**config.mk**
```make
export PLATFORM = sky130hd
export DESIGN_NAME = regsel_file
export DESIGN_NICKNAME = d
export VERILOG_FILES = /design/src/rtl/regsel_pkg.sv /design/src/rtl/regsel_rst_sync.sv /design/src/rtl/regsel_cell.sv /design/src/rtl/regsel_decode.sv /design/src/rtl/regsel_read.sv /design/src/rtl/regsel_file.sv
export SDC_FILE = /design/constraint.sdc
export NUM_CORES = 2
export LEC_CHECK = 0
export BUFFER_PORTS_ARGS = -buffer_cell sky130_fd_sc_hd__buf_4
export CAP_MARGIN = 10
export CORE_ASPECT_RATIO = 1.4
export CORE_MARGIN = 4
export CORE_UTILIZATION = 28
export CTS_BUF_LIST = sky130_fd_sc_hd__clkbuf_2 sky130_fd_sc_hd__clkbuf_4 sky130_fd_sc_hd__clkbuf_8
export DETAILED_ROUTE_END_ITERATION = 10
export HOLD_SLACK_MARGIN = 0.06
export PLACE_DENSITY = 0.5
export SLEW_MARGIN = 20
export SYNTH_ARGS = -nofsm -noshare
export SYNTH_HDL_FRONTEND = slang
export SYNTH_SLANG_ARGS = --single-unit
```
**constraint.sdc**
```tcl
create_clock -name clk -period 17.9 [get_ports clk]
set_clock_uncertainty 0.05 [all_clocks]
set_input_delay 1.79 -clock clk [delete_from_list [all_inputs] [get_ports clk]]
set_output_delay 1.79 -clock clk [all_outputs]
set_load 0.05 [all_outputs]
```
**src/rtl/regsel_pkg.sv**
```systemverilog
package regsel_pkg;
  localparam int REG_W  = 16;
  localparam int NREG   = 16;
  localparam int SEL_W  = $clog2(NREG);
  localparam int BYTE_W = REG_W / 2;

  typedef enum logic [3:0] {
    OP_NOP    = 4'd0,
    OP_FETCH  = 4'd1,
    OP_GET_LO = 4'd2,
    OP_GET_HI = 4'd3,
    OP_PUT_LO = 4'd4,
    OP_PUT_HI = 4'd5,
    OP_INC    = 4'd6,
    OP_DEC    = 4'd7,
    OP_SET_P  = 4'd8,
    OP_SET_X  = 4'd9,
    OP_OUT    = 4'd10,
    OP_IN     = 4'd11,
    OP_ADDR   = 4'd12
  } op_e;
endpackage

```
**src/rtl/regsel_rst_sync.sv**
```systemverilog
module regsel_rst_sync (
  input  logic clk,
  input  logic rst_n,
  output logic rst_ns
);
  logic s1_q;

  always_ff @(posedge clk or negedge rst_n) begin
    if (!rst_n) begin
      s1_q   <= 1'b0;
      rst_ns <= 1'b0;
    end else begin
      s1_q   <= 1'b1;
      rst_ns <= s1_q;
    end
  end
endmodule

```
**src/rtl/regsel_cell.sv**
```systemverilog
module regsel_cell #(
  parameter int W = 16,
  localparam int H = W / 2
) (
  input  logic         clk,
  input  logic         rst_n,
  input  logic         inc,
  input  logic         dec,
  input  logic         wr_lo,
  input  logic         wr_hi,
  input  logic [H-1:0] din,
  output logic [W-1:0] q
);
  logic [W-1:0] d;
  logic         en;

  always_comb begin
    d = q;
    if (inc) begin
      d = q + W'(1);
    end else if (dec) begin
      d = q - W'(1);
    end else begin
      if (wr_lo) d[H-1:0] = din;
      if (wr_hi) d[W-1:H] = din;
    end
  end

  assign en = inc | dec | wr_lo | wr_hi;

  always_ff @(posedge clk or negedge rst_n) begin
    if (!rst_n)  q <= '0;
    else if (en) q <= d;
  end
endmodule

```
**src/rtl/regsel_decode.sv**
```systemverilog
module regsel_decode
  import regsel_pkg::*;
#(
  parameter int N  = NREG,
  parameter int SW = SEL_W
) (
  input  logic [3:0]    op,
  input  logic [SW-1:0] sel,
  input  logic [SW-1:0] p_cur,
  input  logic [SW-1:0] x_cur,
  output logic [N-1:0]  inc_v,
  output logic [N-1:0]  dec_v,
  output logic [N-1:0]  wrlo_v,
  output logic [N-1:0]  wrhi_v,
  output logic          p_ld,
  output logic          x_ld,
  output logic [SW-1:0] addr_idx,
  output logic          hi_byte
);
  localparam logic [N-1:0] ONE = N'(1);

  always_comb begin
    inc_v    = '0;
    dec_v    = '0;
    wrlo_v   = '0;
    wrhi_v   = '0;
    p_ld     = 1'b0;
    x_ld     = 1'b0;
    addr_idx = p_cur;
    hi_byte  = 1'b0;
    case (op)
      4'(OP_FETCH):  inc_v  = ONE << p_cur;
      4'(OP_GET_HI): hi_byte = 1'b1;
      4'(OP_PUT_LO): wrlo_v = ONE << sel;
      4'(OP_PUT_HI): wrhi_v = ONE << sel;
      4'(OP_INC):    inc_v  = ONE << sel;
      4'(OP_DEC):    dec_v  = ONE << sel;
      4'(OP_SET_P):  p_ld   = 1'b1;
      4'(OP_SET_X):  x_ld   = 1'b1;
      4'(OP_OUT): begin
        inc_v    = ONE << x_cur;
        addr_idx = x_cur;
      end
      4'(OP_IN):     addr_idx = x_cur;
      4'(OP_ADDR):   addr_idx = sel;
      default: ;
    endcase
  end
endmodule

```
**src/rtl/regsel_read.sv**
```systemverilog
module regsel_read
  import regsel_pkg::*;
#(
  parameter int W  = REG_W,
  parameter int N  = NREG,
  parameter int SW = SEL_W,
  localparam int H = W / 2
) (
  input  logic [W-1:0]  regs [N],
  input  logic [SW-1:0] addr_idx,
  input  logic [SW-1:0] sel,
  input  logic          hi_byte,
  output logic [W-1:0]  addr_out,
  output logic [H-1:0]  byte_out
);
  logic [W-1:0] rsel;

  always_comb begin
    addr_out = regs[addr_idx];
    rsel     = regs[sel];
    byte_out = hi_byte ? rsel[W-1:H] : rsel[H-1:0];
  end
endmodule

```
**src/rtl/regsel_file.sv**
```systemverilog
module regsel_file
  import regsel_pkg::*;
(
  input  logic              clk,
  input  logic              rst_n,
  input  logic [3:0]        op,
  input  logic [SEL_W-1:0]  sel,
  input  logic [BYTE_W-1:0] acc_in,
  output logic [REG_W-1:0]  addr_out,
  output logic [BYTE_W-1:0] byte_out,
  output logic [SEL_W-1:0]  p_sel,
  output logic [SEL_W-1:0]  x_sel
);
  logic             rst_ns;
  logic [REG_W-1:0] regs [NREG];
  logic [NREG-1:0]  inc_v, dec_v, wrlo_v, wrhi_v;
  logic             p_ld, x_ld, hi_byte;
  logic [SEL_W-1:0] addr_idx;
  logic [SEL_W-1:0] p_d, x_d;

  regsel_rst_sync u_rst (
    .clk    (clk),
    .rst_n  (rst_n),
    .rst_ns (rst_ns)
  );

  regsel_decode #(.N(NREG), .SW(SEL_W)) u_dec (
    .op       (op),
    .sel      (sel),
    .p_cur    (p_sel),
    .x_cur    (x_sel),
    .inc_v    (inc_v),
    .dec_v    (dec_v),
    .wrlo_v   (wrlo_v),
    .wrhi_v   (wrhi_v),
    .p_ld     (p_ld),
    .x_ld     (x_ld),
    .addr_idx (addr_idx),
    .hi_byte  (hi_byte)
  );

  for (genvar g = 0; g < NREG; g++) begin : g_reg
    regsel_cell #(.W(REG_W)) u_cell (
      .clk   (clk),
      .rst_n (rst_ns),
      .inc   (inc_v[g]),
      .dec   (dec_v[g]),
      .wr_lo (wrlo_v[g]),
      .wr_hi (wrhi_v[g]),
      .din   (acc_in),
      .q     (regs[g])
    );
  end

  regsel_read #(.W(REG_W), .N(NREG), .SW(SEL_W)) u_rd (
    .regs     (regs),
    .addr_idx (addr_idx),
    .sel      (sel),
    .hi_byte  (hi_byte),
    .addr_out (addr_out),
    .byte_out (byte_out)
  );

  always_comb begin
    p_d = p_ld ? sel : p_sel;
    x_d = x_ld ? sel : x_sel;
  end

  always_ff @(posedge clk or negedge rst_ns) begin
    if (!rst_ns) begin
      p_sel <= '0;
      x_sel <= '0;
    end else begin
      if (p_ld) p_sel <= p_d;
      if (x_ld) x_sel <= x_d;
    end
  end
endmodule

```
Yosys cells after proc, flatten, opt, wreduce, memory -nomap -nowiden:

Cells that the tools add are included.

* register bits after elaboration: 266
* input bits: 18
* output and inout port bits: 32
* word-level logic and storage cells: 278

* add/subtract/negate cells: 32
* order comparisons: 2
* equality and inequality tests: 11
* shift-type cells: 3
* multiplexer cells: 79
* bitwise gates (word level): 50
* reduce and logical (&&, ||, !) cells: 65

Operator list (count)
* $mux 16: 39
* $mux 8: 33
* $add 16x1->16 const B: 16
* $sub 16x1->16 const B: 16
* $bmux 16 s4: 2
* $reduce_bool 3->1: 32
* $reduce_and 2->1: 32
* $or 1x1->1: 48
* $pmux 16 s3: 1
* $shl 1x4->16 const A: 3
* $eq 4x4->1 const B: 5
* $eq 4x3->1 const B: 4
* $ge 5x5->1 const B: 2
* $not 4->5: 2
* $pmux 4 s2: 1
* $eq 4x1->1 const B: 1
* $eq 4x2->1 const B: 1
* $mux 1: 3
* $reduce_or 2->1: 1

Longest topological paths before layout:

* word-level depth: 7
* depth in mapped cells: 11
* depth with buffers taken out: 9

Cells and area by module:

Synthesis repeated with hierarchy kept, for this count alone.

* cells, all modules: 3284
* area, all modules: 28599.9 µm²

By module, submodules not included
* regsel_cell: instances 16, cells an instance 182, area each 1471.4 µm²
* regsel_read: instances 1, cells an instance 205, area each 3891.2 µm²
* regsel_decode: instances 1, cells an instance 148, area each 822.0 µm²
* regsel_file: instances 1, cells an instance 16, area each 290.3 µm²
* regsel_rst_sync: instances 1, cells an instance 3, area each 53.8 µm²

Least setup slack after synthesis:

Ideal clock, no wire load.

* path type: input to output
* from: in op[1]
* to: out addr_out[1]
* arrival: 4465 ps
* path slack: 11595 ps
* cell stages on the path: 10
* buffers on the path: 3
* path through: buf_2 -> buf_4 -> o21ai_1 -> nand2_1 -> a221oi_2 -> clkbuf_1 -> nand2_1 -> o211ai_1 -> nand4_1 -> nor3_1

* word-level cells in the longest chain between the ends: 7

Ends and longest elaborated chain
* from (decl): line regsel_file.sv:6 `input logic [3:0] op,`
* $eq 4x4->1: line regsel_decode.sv:31 `case (op)`
* $reduce_or 2->1 (no source line)
* $pmux 4 s2 *: line regsel_decode.sv:31
* $not 4->5 (implied by the code) *: line regsel_read.sv:19 `addr_out = regs[addr_idx];`
* $bmux 16 s4 *: line regsel_read.sv:19
* $mux 16 (implied by the code) * (2 in series): line regsel_read.sv:19
* to (decl): line regsel_file.sv:9 `output logic [REG_W-1:0] addr_out,`

Mark *: on every way between the ends. The rest lies on a longest branch, timed or not. The select of a mux whose other input is x is not followed.

Final worst setup path:

* from: in op[1]
* to: out addr_out[11]

Same word-level chain as after synthesis.

==> results.md <==
- The via count of the first global-routing pass is 28,820.
- In this run, CTS created clock tree buffers numbering 52.
- The most area-hungry cell type in the Yosys netlist is sky130_fd_sc_hd__dfrtp_1.
- After synthesis the netlist holds a flip-flop and latch count of 266.
- The first TritonRoute pass finished after 6 iterations.
- For this run, the post-layout net count is 3,673.
- The clock net in this run drives a total of 266 sinks.
- The predominant post-synthesis flop cell is sky130_fd_sc_hd__dfrtp_1.
- For the final routed database, the setup TNS stands at 0 ns.
- Counting flops with an async set or reset pin after synthesis yields a share of 1.000.
- At the pin with the least slew margin, the transition time is 1.119 ns.
- The estimated wirelength of the detail-placed design is 95,480 um.
- The number of hold buffers added after cts is 0.
- The critical path required time is 16.06 ns.
- The share of cells above drive strength 1 is 0.1144.
- The routed layout has 30,280 vias.
- For this block, the initial DRC count from the detailed router was 3,041.
- The wire length of the first global-routing pass is 194,400 um.
- Yosys printed 0 warnings.
- The maximum fanout encountered on the critical timing path is 32.
- CTS placed an instance of sky130_fd_sc_hd__clkbuf_8 at the clock tree root.
- The number of nets produced by synthesis is 3,866.
- Of the available clock period, the critical path in the final layout requires 0.4261.
- The worst hold path belongs to the class register to register.
- After clock tree synthesis, the setup repair step added 0 buffers.
- The synthesized-area fraction occupied by adder cells is 0.01444.
- The detail-routed via count per cell is 6.084.
- The compound-cell area share of the yosys netlist is 0.2517.
- The average instance in the mapped netlist occupies 7.265 um2.
- The core region is 0.09818 mm2.
- The count of final max-slew check failures is 0.
- The filler-free cell count of the finished design is 4,977.
- The clock network latency to the later pin of the worst-skew pair is 0.68 ns.
- The worst setup path is captured at an output pin.
- Post-CTS repair changed the size of 0 cells.
- The synthesized instance count is 3,816.
- In the layout the commonest cells are sky130_fd_sc_hd__nand2_1 (521), sky130_fd_sc_hd__nor2_1 (487), sky130_fd_sc_hd__a21oi_1 (344).
- The worst path in the final design needs a cycle of 7.627 ns, including I/O delays and setup.
- For this configuration, the core starts out at a cell density of 0.2824.
- TritonCTS built the clock tree.
- The total leakage power is 10.79 nW.
- The most common library cell in the layout ignoring fill and taps is sky130_fd_sc_hd__nand2_1.
- The die extent in x is 273.9 um.
- The maximum VDD drop is 0.0001300 V.
- The flow ran to the end, and the final reports show no timing, DRC or antenna violations.
- By area the synthesized netlist is led by sky130_fd_sc_hd__dfrtp_1 (24%), sky130_fd_sc_hd__nand2_1 (7.1%), sky130_fd_sc_hd__nor2_1 (6.6%).
- Of the total synthesized cell area, the portion taken by XOR and XNOR cells is 0.04770.
- In this run the core area contains 136 standard-cell rows.
- The average wire per cell in the routed design is 26.70 um.
- The number of hold violations in the final report came to 0.
- Timing would allow up to 131.1 MHz.
- For the worst setup path, the data arrival time is 5.79 ns.
- For this run the aggregate overflow at the end of global routing stands at 0.
- The die area is 0.1042 mm2.
- The power per unit of standard cell area is 125.5 mW/mm2.
- In this run, distinct cell masters in the synthesized netlist total 116.
- Across the run, the number of max-cap violations was 0.
- In this run the count of I/O pins placed on the die edge is 50.
- The startpoint kind of the worst setup timing path is an input port.
- The origin of the critical flop-to-flop path is p_sel[1]$_DFFE_PN0N_.
- The top-area cell type share of the netlist area is 0.2401.
- The startpoint identified for the worst hold timing path is u_rst.s1_q$_DFF_PN0_.
- The chip height is 380.3 um.
- Port buffering added 49 buffers.
- Setup repair after global routing left no endpoint under its margin.
- After routing the design area is 0.02999 mm2.
- The sequential cell area fraction in the yosys report is 0.2401.
- By area, the combinational part of the netlist is dominated by simple AND/OR/NAND/NOR gates.
- The antenna violation net count after detailed routing is 0.
- The cell area that synthesis handed to floorplanning was 0.02772 mm2.
- Setup violations remaining at the end of the flow were counted as 0.
- The basic-gate share of the synthesized area counting and, or, nand and nor cells is 0.2967.
- Across every metal layer, demand over resource in global routing totals 0.2452.
- The largest net degree at the start of global routing is 69.
- The worst slew margin relative to its limit is 0.2487.
- After detailed routing, the number of remaining DRC violations is 0.
- Clock-pin slew was measured on the worst setup and hold paths at 0.06 ns.
- The area growth from synthesis to layout is 8.182%.
- The initial antenna violation count came to 9.
- The number of H-tree branching levels is 2.
- The deepest clock path buffer count is 3.
- The total wire length is 132,900 um.
- The synthesized design contains 0 enable-type register cells.
- Once placement completed, the tool counted placed cells totaling 4,880.
- In this run the cell area measured after placement is 0.02881 mm2.
- The congestion estimate from routability-driven global placement came to 0.9627.
- Of the post-synthesis cell area, the part taken by muxes is 0.08710.
- After layout, the design draws a total of 3.763 mW.
- The kind of critical path is input port to output pin.
- In this run the worst setup path begins at op[1].
[power by group]
group	switching, mW	internal, mW
clock network	0.318	0.401
logic	0.931	0.624
registers	0.692	0.797
total	1.94	1.82
[logic make-up (layout without fill, tap and decap cells)]
logic type                 Yosys count  after routing
and+or+nand+nor                   1726           1726
adders and majority gates           32             32
xor gates and xnor gates           151            151
muxes                              136            136
DFF                                266            266
AOI/OAI and AO/OA                 1083           1083
other                                1              4
buffers and inverters              421            268
[final timing paths]
| path | depth (start not counted) | slack [ns] | to |
|---|---|---|---|
| max | 11 | 10.27 | addr_out[11] |
| min | 0 | 0.30 | u_rst.rst_ns$_DFF_PN0_ |
| max reg2reg | 5 | 14.07 | g_reg[5].u_cell.q[7]$_DFFE_PN0P_ |
| min reg2reg | 0 | 0.30 | u_rst.rst_ns$_DFF_PN0_ |
| max in group asynchronous | 2 | 15.28 | g_reg[10].u_cell.q[12]$_DFFE_PN0P_ |
| min in group asynchronous | 0 | 0.36 | g_reg[13].u_cell.q[7]$_DFFE_PN0P_ |
[critical path, stage by stage]
cell and delay [ns]:
sky130_fd_sc_hd__buf_4 0.37, sky130_fd_sc_hd__inv_2 0.21, sky130_fd_sc_hd__a31o_2 0.31, sky130_fd_sc_hd__a221oi_4 0.84
sky130_fd_sc_hd__buf_4 0.47, sky130_fd_sc_hd__nor3_1 0.11, sky130_fd_sc_hd__buf_4 0.25, sky130_fd_sc_hd__nand3_1 0.09
sky130_fd_sc_hd__nand4_1 0.23, sky130_fd_sc_hd__nor3_1 0.76, sky130_fd_sc_hd__buf_4 0.33
[metrics by stage]
step | hold slack, ns | worst slack [ns] | utilization
after floorplan | 0.2812 | 9.888 | -
after global placement | 0.2877 | 10.44 | 0.2934
after detailed placement | 0.2847 | 10.37 | 0.2934
after CTS | 0.2998 | 10.36 | 0.3053
after global routing | 0.3108 | 10.16 | 0.3054
final | 0.2978 | 10.27 | 0.3055
[registers in the layout, summed over array words and instances, names as in the netlist]
register	flops
u_rst.s1_q	1
x_sel	4
g.u_cell.q	256
p_sel	4
u_rst.rst_ns	1
[synth_stat cells, drive strengths merged (16+ instances only)]
| cell type | instances |
|---|---|
| nand2 | 521 |
| nor2 | 496 |
| a21oi | 347 |
| dfrtp | 266 |
| clkbuf | 253 |
| o21ai | 215 |
| nand3 | 189 |
| nor3 | 144 |
| buf | 109 |
| xnor2 | 98 |
| o22ai | 82 |
| mux4 | 80 |
| a211oi | 63 |
| a31oi | 61 |
| inv | 58 |
| and3 | 55 |
| nand4 | 55 |
| xor2 | 53 |
| o211ai | 46 |
| nor4 | 44 |
| or3 | 38 |
| mux2 | 33 |
| o31ai | 33 |
| ha | 32 |
| or4 | 26 |
| nor2b | 24 |
| mux2i | 23 |
| nor3b | 22 |
| and2 | 20 |
| a22oi | 19 |
| nand2b | 18 |
| nand3b | 16 |
[area by class of cell]
type                            count  area [um2]
Fill cell                       10640       68190
Multi-Input combinational cell   3129       19430
Sequential cell                   266        6660
Tap cell                         1311        1640
Clock buffer                       81        1052
Timing Repair Buffer              115       863.3
Inverter                           59       221.5
Clock inverter                     13       115.1
Antenna cell                        3       7.507
[layer usage]
metal | up-vias | GRT usage | wire (um)
met5 | - | 0 | 33
met4 | 4 | 0.1714 | 11270
met3 | 449 | 0.03765 | 8988
met2 | 1372 | 0.4168 | 63610
met1 | 14800 | 0.2805 | 49000
li1 | 13650 | - | -
No activity file was read; power rests on OpenSTA's default activity.
